--- src/rtl/fg_pkg.sv ---
// Package: field positions and register selects shared by the range checker.
// Assumes 32-bit range words with 4 KB pages on a 25-bit flash address.
package fg_pkg;
    localparam int WORD_W   = 32;
    localparam int PAGE_W   = 13;
    localparam int PAGE_SH  = 12;
    localparam int WP_BIT   = 31;
    localparam int RP_BIT   = 15;
    localparam int HI_LSB   = 16;
    localparam int LO_LSB   = 0;
    localparam logic [WORD_W-1:0] RANGE_KEEP = 32'h9FFF_9FFF;
    localparam logic [WORD_W-1:0] BASE_KEEP  = 32'h00FF_FF00;

    typedef struct packed {
        logic              wp;
        logic              rp;
        logic [PAGE_W-1:0] hi;
        logic [PAGE_W-1:0] lo;
    } range_t;

    // Unpack a stored range word into its fields.
    function automatic range_t unpack_range(input logic [WORD_W-1:0] w);
        range_t r;
        r.wp = w[WP_BIT];
        r.rp = w[RP_BIT];
        r.hi = w[HI_LSB +: PAGE_W];
        r.lo = w[LO_LSB +: PAGE_W];
        return r;
    endfunction
endpackage

--- src/rtl/fg_regs.sv ---
// Module: fg_regs
// Holds the protected-range registers, the base register and the lock state.
// Assumes select values 0..NUM_RANGES-1 address ranges and NUM_RANGES the base.
module fg_regs #(
    parameter int NUM_RANGES = 5,
    parameter int SEL_W      = 3
) (
    input  logic                                clk,
    input  logic                                rst_n,
    input  logic                                cfg_we,
    input  logic [SEL_W-1:0]                    cfg_sel,
    input  logic [fg_pkg::WORD_W-1:0]           cfg_wdata,
    input  logic                                lock_in,
    output logic [NUM_RANGES-1:0][fg_pkg::WORD_W-1:0] rng_q,
    output logic [fg_pkg::WORD_W-1:0]           base_q,
    output logic                                locked_q
);
    localparam int BASE_SEL = NUM_RANGES;

    // Sticky lock: set by the lockdown input, released only by reset.
    always_ff @(posedge clk) begin
        if (!rst_n)       locked_q <= 1'b0;
        else if (lock_in) locked_q <= 1'b1;
    end

    // Base bound register: always writable, low and high bits discarded.
    always_ff @(posedge clk) begin
        if (!rst_n)
            base_q <= '0;
        else if (cfg_we && (cfg_sel == SEL_W'(BASE_SEL)))
            base_q <= cfg_wdata & fg_pkg::BASE_KEEP;
    end

    for (genvar i = 0; i < NUM_RANGES; i++) begin : g_rng
        // Range register i: writable only until lock, reserved bits dropped.
        always_ff @(posedge clk) begin
            if (!rst_n)
                rng_q[i] <= '0;
            else if (cfg_we && !locked_q && (cfg_sel == SEL_W'(i)))
                rng_q[i] <= cfg_wdata & fg_pkg::RANGE_KEEP;
        end
    end
endmodule

--- src/rtl/fg_match.sv ---
// Module: fg_match
// Decides whether one range covers the requested page for the request type.
// Assumes an inverted window (lower above upper) covers nothing.
module fg_match (
    input  fg_pkg::range_t              rng,
    input  logic [fg_pkg::PAGE_W-1:0]   page,
    input  logic                        is_write,
    output logic                        hit
);
    logic in_window;
    logic enabled;

    // Inclusive page window test and per-type enable select.
    always_comb begin
        in_window = (page >= rng.lo) && (page <= rng.hi);
        enabled   = is_write ? rng.wp : rng.rp;
        hit       = in_window && enabled;
    end
endmodule

--- src/rtl/fg_decide.sv ---
// Module: fg_decide
// Combines range hits and the base bound into grant/deny and keeps the
// sticky violation flag. Assumes hits are already qualified by the lock.
module fg_decide #(
    parameter int NUM_RANGES = 5
) (
    input  logic                  clk,
    input  logic                  rst_n,
    input  logic                  req_valid,
    input  logic [NUM_RANGES-1:0] range_hits,
    input  logic                  below_base,
    input  logic                  flag_clr,
    output logic                  grant,
    output logic                  deny,
    output logic                  viol_flag
);
    logic blocked;

    // Same-cycle decision for the presented request.
    always_comb begin
        blocked = below_base || (|range_hits);
        deny    = req_valid && blocked;
        grant   = req_valid && !blocked;
    end

    // Sticky violation flag: a new deny takes priority over a clear.
    always_ff @(posedge clk) begin
        if (!rst_n)        viol_flag <= 1'b0;
        else if (deny)     viol_flag <= 1'b1;
        else if (flag_clr) viol_flag <= 1'b0;
    end
endmodule

--- src/rtl/flash_guard.sv ---
// Module: flash_guard (top)
// Flash protected-range access checker: five range registers, a base bound,
// lockdown and a sticky violation flag. Assumes one request per cycle and a
// single configuration port with combinational readback.
module flash_guard #(
    parameter int NUM_RANGES = 5,
    parameter int ADDR_W     = 25
) (
    input  logic        clk,
    input  logic        rst_n,
    input  logic        cfg_we,
    input  logic [2:0]  cfg_sel,
    input  logic [31:0] cfg_wdata,
    output logic [31:0] cfg_rdata,
    input  logic        lock_in,
    input  logic        req_valid,
    input  logic [24:0] req_addr,
    input  logic        req_write,
    output logic        grant,
    output logic        deny,
    output logic        viol_flag
);
    localparam int SEL_W    = 3;
    localparam int WORD_W   = fg_pkg::WORD_W;
    localparam int BASE_SEL = NUM_RANGES;
    localparam int STAT_SEL = NUM_RANGES + 1;

    logic [NUM_RANGES-1:0][WORD_W-1:0] rng_q;
    logic [WORD_W-1:0]                 base_q;
    logic                              locked_q;
    logic [NUM_RANGES-1:0]             raw_hits;
    logic [NUM_RANGES-1:0]             range_hits;
    logic                              below_base;
    logic                              flag_clr;
    logic [fg_pkg::PAGE_W-1:0]         req_page;

    fg_regs #(.NUM_RANGES(NUM_RANGES), .SEL_W(SEL_W)) u_regs (
        .clk       (clk),
        .rst_n     (rst_n),
        .cfg_we    (cfg_we),
        .cfg_sel   (cfg_sel),
        .cfg_wdata (cfg_wdata),
        .lock_in   (lock_in),
        .rng_q     (rng_q),
        .base_q    (base_q),
        .locked_q  (locked_q)
    );

    assign req_page = req_addr[ADDR_W-1 -: fg_pkg::PAGE_W];

    for (genvar i = 0; i < NUM_RANGES; i++) begin : g_match
        fg_match u_match (
            .rng      (fg_pkg::unpack_range(rng_q[i])),
            .page     (req_page),
            .is_write (req_write),
            .hit      (raw_hits[i])
        );
    end

    // Range windows apply only once the block is locked.
    always_comb range_hits = locked_q ? raw_hits : '0;

    // Base bound compare on the zero-extended byte address.
    always_comb below_base = ({{(WORD_W-ADDR_W){1'b0}}, req_addr} < base_q);

    // Flag clear strobe: write to the status select with bit 0 set.
    always_comb flag_clr = cfg_we && (cfg_sel == SEL_W'(STAT_SEL)) && cfg_wdata[0];

    fg_decide #(.NUM_RANGES(NUM_RANGES)) u_decide (
        .clk        (clk),
        .rst_n      (rst_n),
        .req_valid  (req_valid),
        .range_hits (range_hits),
        .below_base (below_base),
        .flag_clr   (flag_clr),
        .grant      (grant),
        .deny       (deny),
        .viol_flag  (viol_flag)
    );

    // Readback multiplexer over ranges, base and status.
    always_comb begin
        cfg_rdata = '0;
        if (int'(cfg_sel) < NUM_RANGES)
            cfg_rdata = rng_q[cfg_sel];
        else if (int'(cfg_sel) == BASE_SEL)
            cfg_rdata = base_q;
        else if (int'(cfg_sel) == STAT_SEL)
            cfg_rdata = {{(WORD_W-1){1'b0}}, viol_flag};
    end
endmodule

--- config.mk ---
export PLATFORM = sky130hd
export DESIGN_NAME = flash_guard
export DESIGN_NICKNAME = d
export VERILOG_FILES = /design/src/rtl/fg_pkg.sv /design/src/rtl/fg_regs.sv /design/src/rtl/fg_match.sv /design/src/rtl/fg_decide.sv /design/src/rtl/flash_guard.sv
export SDC_FILE = /design/constraint.sdc
export NUM_CORES = 1
export LEC_CHECK = 0
export BUFFER_PORTS_ARGS = -buffer_cell sky130_fd_sc_hd__buf_2
export CORE_MARGIN = 2
export CORE_UTILIZATION = 50
export CTS_BUF_LIST = sky130_fd_sc_hd__clkbuf_8 sky130_fd_sc_hd__clkbuf_16
export DETAILED_ROUTE_END_ITERATION = 10
export MAX_ROUTING_LAYER = met4
export PLACE_DENSITY = 0.69
export SLEW_MARGIN = 5
export SYNTH_ARGS = -nofsm -noshare
export SYNTH_HDL_FRONTEND = slang
export SYNTH_SLANG_ARGS = --single-unit
--- constraint.sdc ---
create_clock -name clk -period 3.6 [get_ports clk]
set_input_delay 0.72 -clock clk [delete_from_list [all_inputs] [get_ports clk]]
set_output_delay 0.72 -clock clk [all_outputs]
set_load 0.02 [all_outputs]
# [Word-level counts from Yosys, hierarchy flattened]
# Cells that the tools add are included.
[classes] n_lt_le_gt_ge=13 eq_ne=8 n_mux=13 reduce_logical=27
[ops] operator="$bmux 32 s3" n=1
[ops] operator="$ge 13x13->1" n=5
[ops] operator="$le 13x13->1" n=5
[ops] operator="$mux 32" n=2
[ops] operator="$lt 25x24->1" n=1
[ops] operator="$mux 24" n=1
[ops] operator="$logic_and 1x1->1" n=21
[ops] operator="$eq 3x3->1 const B" n=4
[ops] operator="$eq 3x2->1 const B" n=3
[ops] operator="$mux 1" n=8
[ops] operator="$mux 5" n=1
[ops] operator="$reduce_or 5->1" n=1
[ops] operator="$lt 3x4->1 const B" n=1
[ops] operator="$eq 3x1->1 const B" n=1
[ops] operator="$logic_not 3->1" n=1
[ops] operator="$lt 3x3->1 const B" n=1
[ops] operator="$logic_not 1->1" n=2
[ops] operator="$reduce_bool 2->1" n=1
[ops] operator="$logic_or 1x1->1" n=1
[totals] ff_bits=158 output_inout_bits=35 elab_cells=69

# [Longest topological paths before layout]
[depth] depth_word=8 depth_mapped=10 mapped_depth_nobuf=10

# [By module]
# Synthesis repeated with hierarchy kept, for this count alone.
[unflattened] cells_unflattened=1304 area_unflattened_um2=11487.3
[modules_own_cells] module="fg_regs" n_inst=1 cells_per_inst=598 area_each_um2=5997.0 seq_area_each_um2=3143.0
[modules_own_cells] module="fg_match at g_match[0].u_match ..." n_inst=4 cells_per_inst=91 area_each_um2=656.9 seq_area_each_um2=0.0
[modules_own_cells] module="flash_guard" n_inst=1 cells_per_inst=246 area_each_um2=2143.3 seq_area_each_um2=0.0
[modules_own_cells] module="fg_match at g_match[2].u_match" n_inst=1 cells_per_inst=89 area_each_um2=655.6 seq_area_each_um2=0.0
[modules_own_cells] module="fg_decide" n_inst=1 cells_per_inst=7 area_each_um2=63.8 seq_area_each_um2=20.0

# [Worst setup path before layout]
# Ideal clock, no wire load.
[synth_timing] path_kind="input-to-output" startpoint="input req_addr[12]" endpoint="output grant" arrival_ns=2.729 t_required_ns=2.880 setup_slack_ns=0.151 stages=10 path_buffers=0 path_cell_list="inv_1 ha_1 nand2b_1 a21oi_1 o21ai_0 a2111oi_0 o21ai_0 a211oi_1 nand2_1 a21oi_1"
[synth_between] elab_chain_cells=8
[synth_rtl] item="start, declared" line_no="flash_guard.sv:17" rtl="input logic [24:0] req_addr,"
[synth_rtl] item="$ge 13x13->1 / $le 13x13->1 (equally long branches)" line_no="fg_match.sv:15" rtl="in_window = (page >= rng.lo) && (page <= rng.hi);"
[synth_rtl] item="$logic_and 1x1->1" line_no="fg_match.sv:15"
[synth_rtl] item="$logic_and 1x1->1" line_no="fg_match.sv:17" rtl="hit = in_window && enabled;"
[synth_rtl] item="$mux 5" line_no="flash_guard.sv:61" rtl="always_comb range_hits = locked_q ? raw_hits : '0;"
[synth_rtl] item="$reduce_or 5->1" line_no="fg_decide.sv:21" rtl="blocked = below_base || (|range_hits);"
[synth_rtl] item="$logic_or 1x1->1 *" line_no="fg_decide.sv:21"
[synth_rtl] item="$logic_not 1->1 *" line_no="fg_decide.sv:23" rtl="grant = req_valid && !blocked;"
[synth_rtl] item="$logic_and 1x1->1 *" line_no="fg_decide.sv:23"
[synth_rtl] item="end, declared" line_no="flash_guard.sv:19" rtl="output logic grant,"
# Every way passes the cells marked *; elsewhere a longest branch is shown, timed or not.

# [Final worst setup path]
[layout_timing] startpoint="input req_addr[14]" endpoint="output deny"
[layout_between] elab_chain_cells=7
[layout_rtl] item="$ge 13x13->1 / $le 13x13->1 (equally long branches)" line_no="fg_match.sv:15"
[layout_rtl] item="$logic_and 1x1->1" line_no="fg_match.sv:15"
[layout_rtl] item="$logic_and 1x1->1" line_no="fg_match.sv:17"
[layout_rtl] item="$mux 5" line_no="flash_guard.sv:61"
[layout_rtl] item="$reduce_or 5->1" line_no="fg_decide.sv:21"
[layout_rtl] item="$logic_or 1x1->1 *" line_no="fg_decide.sv:21"
[layout_rtl] item="$logic_and 1x1->1 *" line_no="fg_decide.sv:22" rtl="deny = req_valid && blocked;"
[layout_rtl] item="end, declared" line_no="flash_guard.sv:20" rtl="output logic deny,"
# Marked as above.

==> flow_summary.toml <==
[status]
outcome = "finished with violations"
violated_checks = "negative setup slack"

[min_path]
hold_path_startpoint = "u_regs.rng_q[28]"
type_of_the_worst_min_delay_path = "register to register"

[finish]
fin_util_pct = 61.7
final-seq-area_um2 = 3160
multiInputGateArea_um2 = 7010
layout-drive-gt1-share_pct = 19.5
area_growth_pct = 20.9
fin_nets = 1669
fillCellCount = 1816
antennaDiodeCount = 0

[critical_path]
cp_data_required_time_ns = 2.88
cp-startpoint = "req_addr[14]"
worst-path-max-fanout = 6
cp-start-kind = "primary input"
timing_worst_setup_path_type = "primary input to output port"
cp_endpoint_kind = "output port"
cp.arrival_ns = 3.05
regToRegStartpoint = "u_regs.rng_q[155]"

[global_route]
top_usage_layer = "met2"
global_route.usage.met1_pct = 39.0
grt.met2_usage_pct = 52.0
grt_pass1_vias = 9767
first_pass_grt_wire_length_um = 52600
grt_antenna_before_repair = 0
overall_fraction_of_global_route_tracks_in_use_pct = 31.4
grt_overflow_total = 0
grt_max_degree = 80
groute.layer.met3.usage_pct = 4.42

[die]
rows = 53
fp.dieArea_um2 = 22600
die_h_um = 150
num_io_pins = 101
core_area_um2 = 21000
die_width_um = 150
start_util_pct = 51.0

[run]
max_cap_violations = 0

[drt]
finalWirelength_um = 34200
ant_nets = 0
detailedRoute.firstIterationViolations = 671
detail_route.drc_violations = 0
route.detailed.vias_per_inst = 5.68
route.detailed.wl_per_inst_um = 19.6
router_iterations_before_antenna_repair = 5
route.vias.total = 9916

[logic_synthesis]
synth_async_sr_flop_share_pct = 0
yosys.cell_count.top_type = "sky130_fd_sc_hd__nand2_1"
synth_top_cells_by_count = "sky130_fd_sc_hd__nand2_1 (349), sky130_fd_sc_hd__inv_1 (169), sky130_fd_sc_hd__dfxtp_1 (158), sky130_fd_sc_hd__a21boi_0 (146), sky130_fd_sc_hd__ha_1 (145)"
synth-warning-count = 0
synthDistinctLibCells = 53
yosys.area.top_type = "sky130_fd_sc_hd__dfxtp_1"
post-synth-top-area-fraction_pct = 29.5
synthCells = 1329
synth.ff_latch_count = 158
seq_area_frac_synth_pct = 29.5
yosys_most_used_dff = "sky130_fd_sc_hd__dfxtp_1"
synth_enable_flop_cells = 0
netlist_area_um2 = 10700
ranking_of_synthesized_cells_by_area = "sky130_fd_sc_hd__dfxtp_1 (29%), sky130_fd_sc_hd__ha_1 (17%), sky130_fd_sc_hd__nand2_1 (12%)"
synth_area_per_cell_um2 = 8.07

[clock_tree]
clock_tree.root_cell = "sky130_fd_sc_hd__clkbuf_16"
cts_tree = "done"
tritoncts_num_sinks = 158
cts-htree-levels = 4
max-clock-path-buffers = 2
insertion_delay_ns = 0.43
worst_setup_hold_path_clk_slew_ns = 0.06
holdBufCountCts = 0
cts_inserted_buffers = 17

[timing]
timing.slew.headroom_pct = 47.8
final.setup_skew_ns = 0.0147
ratio_of_final_minimum_period_to_clock_period_pct = 105
hold_ws_ns = 0.473
setup_viol = 2
final_hold_viol_count = 0
slew_viol_final = 0
timing.final.ws_setup_ns = -0.168
rsz_0062_raised_after_global_routing = "yes"
min_period_ns = 3.77
fmax_mhz = 265
worst_pin_slew_ns = 0.783

[power]
p_leak_nw = 4.84
cellInternalPower_mw = 3.21
swShare_pct = 27.6
pwr_density_cell_nw_per_um2 = 342
sequentialPowerShare_pct = 40.7
vdd.ir_drop.worst_v = 0.000324
share_clk_of_total_power_pct = 43.3
power.net_switching_mw = 1.23
power.combinational.fraction_pct = 16.0

[place]
place.gp.congestion = 0.934
detailed_place_hpwl_um = 24700
port_buffers = 88
worst paths after layout:
path,cells after the start,endpoint,slack (ns)
setup / recovery,11,deny,-0.17
setup reg to reg,10,u_decide.viol_flag,0.95
hold / removal,2,u_regs.rng_q[28],0.47
hold reg to reg,2,u_regs.rng_q[28],0.47
cells in the final DEF (no fill, tap or decap), types with 19 or more instances in the layout:
master / n
sky130_fd_sc_hd__mux4_2: 28
sky130_fd_sc_hd__nand4_1: 19
sky130_fd_sc_hd__buf_4: 80
sky130_fd_sc_hd__o21ai_0: 21
sky130_fd_sc_hd__mux2i_1: 21
sky130_fd_sc_hd__a21boi_0: 146
sky130_fd_sc_hd__nand2_1: 349
sky130_fd_sc_hd__ha_1: 135
sky130_fd_sc_hd__buf_2: 76
sky130_fd_sc_hd__a21oi_1: 40
sky130_fd_sc_hd__dfxtp_1: 158
sky130_fd_sc_hd__inv_1: 169
metrics by stage:
stage | TNS, ns | setup slack, ns | power [mW] | area (µm²) | cells
floorplan | 0 | 0.151 | 2.20 | 10700 | 1330
global placement | -0.589 | -0.382 | 2.46 | 11900 | 1708
detailed placement | -0.625 | -0.396 | 2.48 | 11900 | 1708
CTS | -0.183 | -0.103 | 4.40 | 12600 | 1740
global route | -0.343 | -0.176 | 4.59 | 13000 | 1745
finish | -0.318 | -0.168 | 4.44 | 13000 | 1745
registers in the layout, summed over array words and instances, names as in the netlist:
register            cells
u_regs.locked_q         1
u_regs.base_q          16
u_regs.rng_q          140
u_decide.viol_flag      1
worst max-delay path, stage by stage:
cell	delay (ns)
sky130_fd_sc_hd__clkbuf_4	0.17
sky130_fd_sc_hd__buf_8	0.17
sky130_fd_sc_hd__ha_1	0.34
sky130_fd_sc_hd__a21oi_1	0.19
sky130_fd_sc_hd__a21oi_1	0.10
sky130_fd_sc_hd__a211oi_1	0.44
sky130_fd_sc_hd__o31ai_2	0.16
sky130_fd_sc_hd__a221oi_4	0.32
sky130_fd_sc_hd__nor3_4	0.09
sky130_fd_sc_hd__a21oi_4	0.21
sky130_fd_sc_hd__buf_6	0.14
final cells by class:
cell class              instances  share of cell area (%)
clock buffers                  19                    3.49
flip-flops and latches        158                    24.4
clock inverters                12                    1.23
well taps                     275                    2.65
repair buffers                173                    9.28
multi-input cells             939                    54.0
inverters                     169                    4.92
cells by family after synthesis:
family,after synthesis,share of synthesized area [%]
AO/OA/AOI/OAI,303,19.6
adder cells (fa/ha/maj),145,16.9
buffers and inverters,233,8.58
flip-flops,158,29.5
multiplexers,50,7.94
other,1,0.0350
AND/OR/NAND/NOR,439,17.5
power by group through the flow:
stage          clock network, mW  registers, mW  logic, mW
6_report                    1.92           1.81      0.709
5_1_grt                     2.01           1.81      0.774
4_1_cts                     1.93           1.81      0.658
3_5_place_dp                   0           1.85      0.637
3_3_place_gp                   0           1.84      0.620
2_1_floorplan                  0           1.83      0.363
layer usage:
metal	routed length, µm	share of wire [%]
met5	0	0
met4	1290	3.8
met3	1900	5.6
met2	16200	47
met1	14800	43
timing repair:
action / in CTS / in global routing
pin swaps: 15 / 35
gates resized for setup: 31 / 57
hold endpoints to repair: 0 / 0
endpoints found under the setup margin: 2 / 2
buffers inserted: 1 / 5
Power figures use the tool's default switching activity.
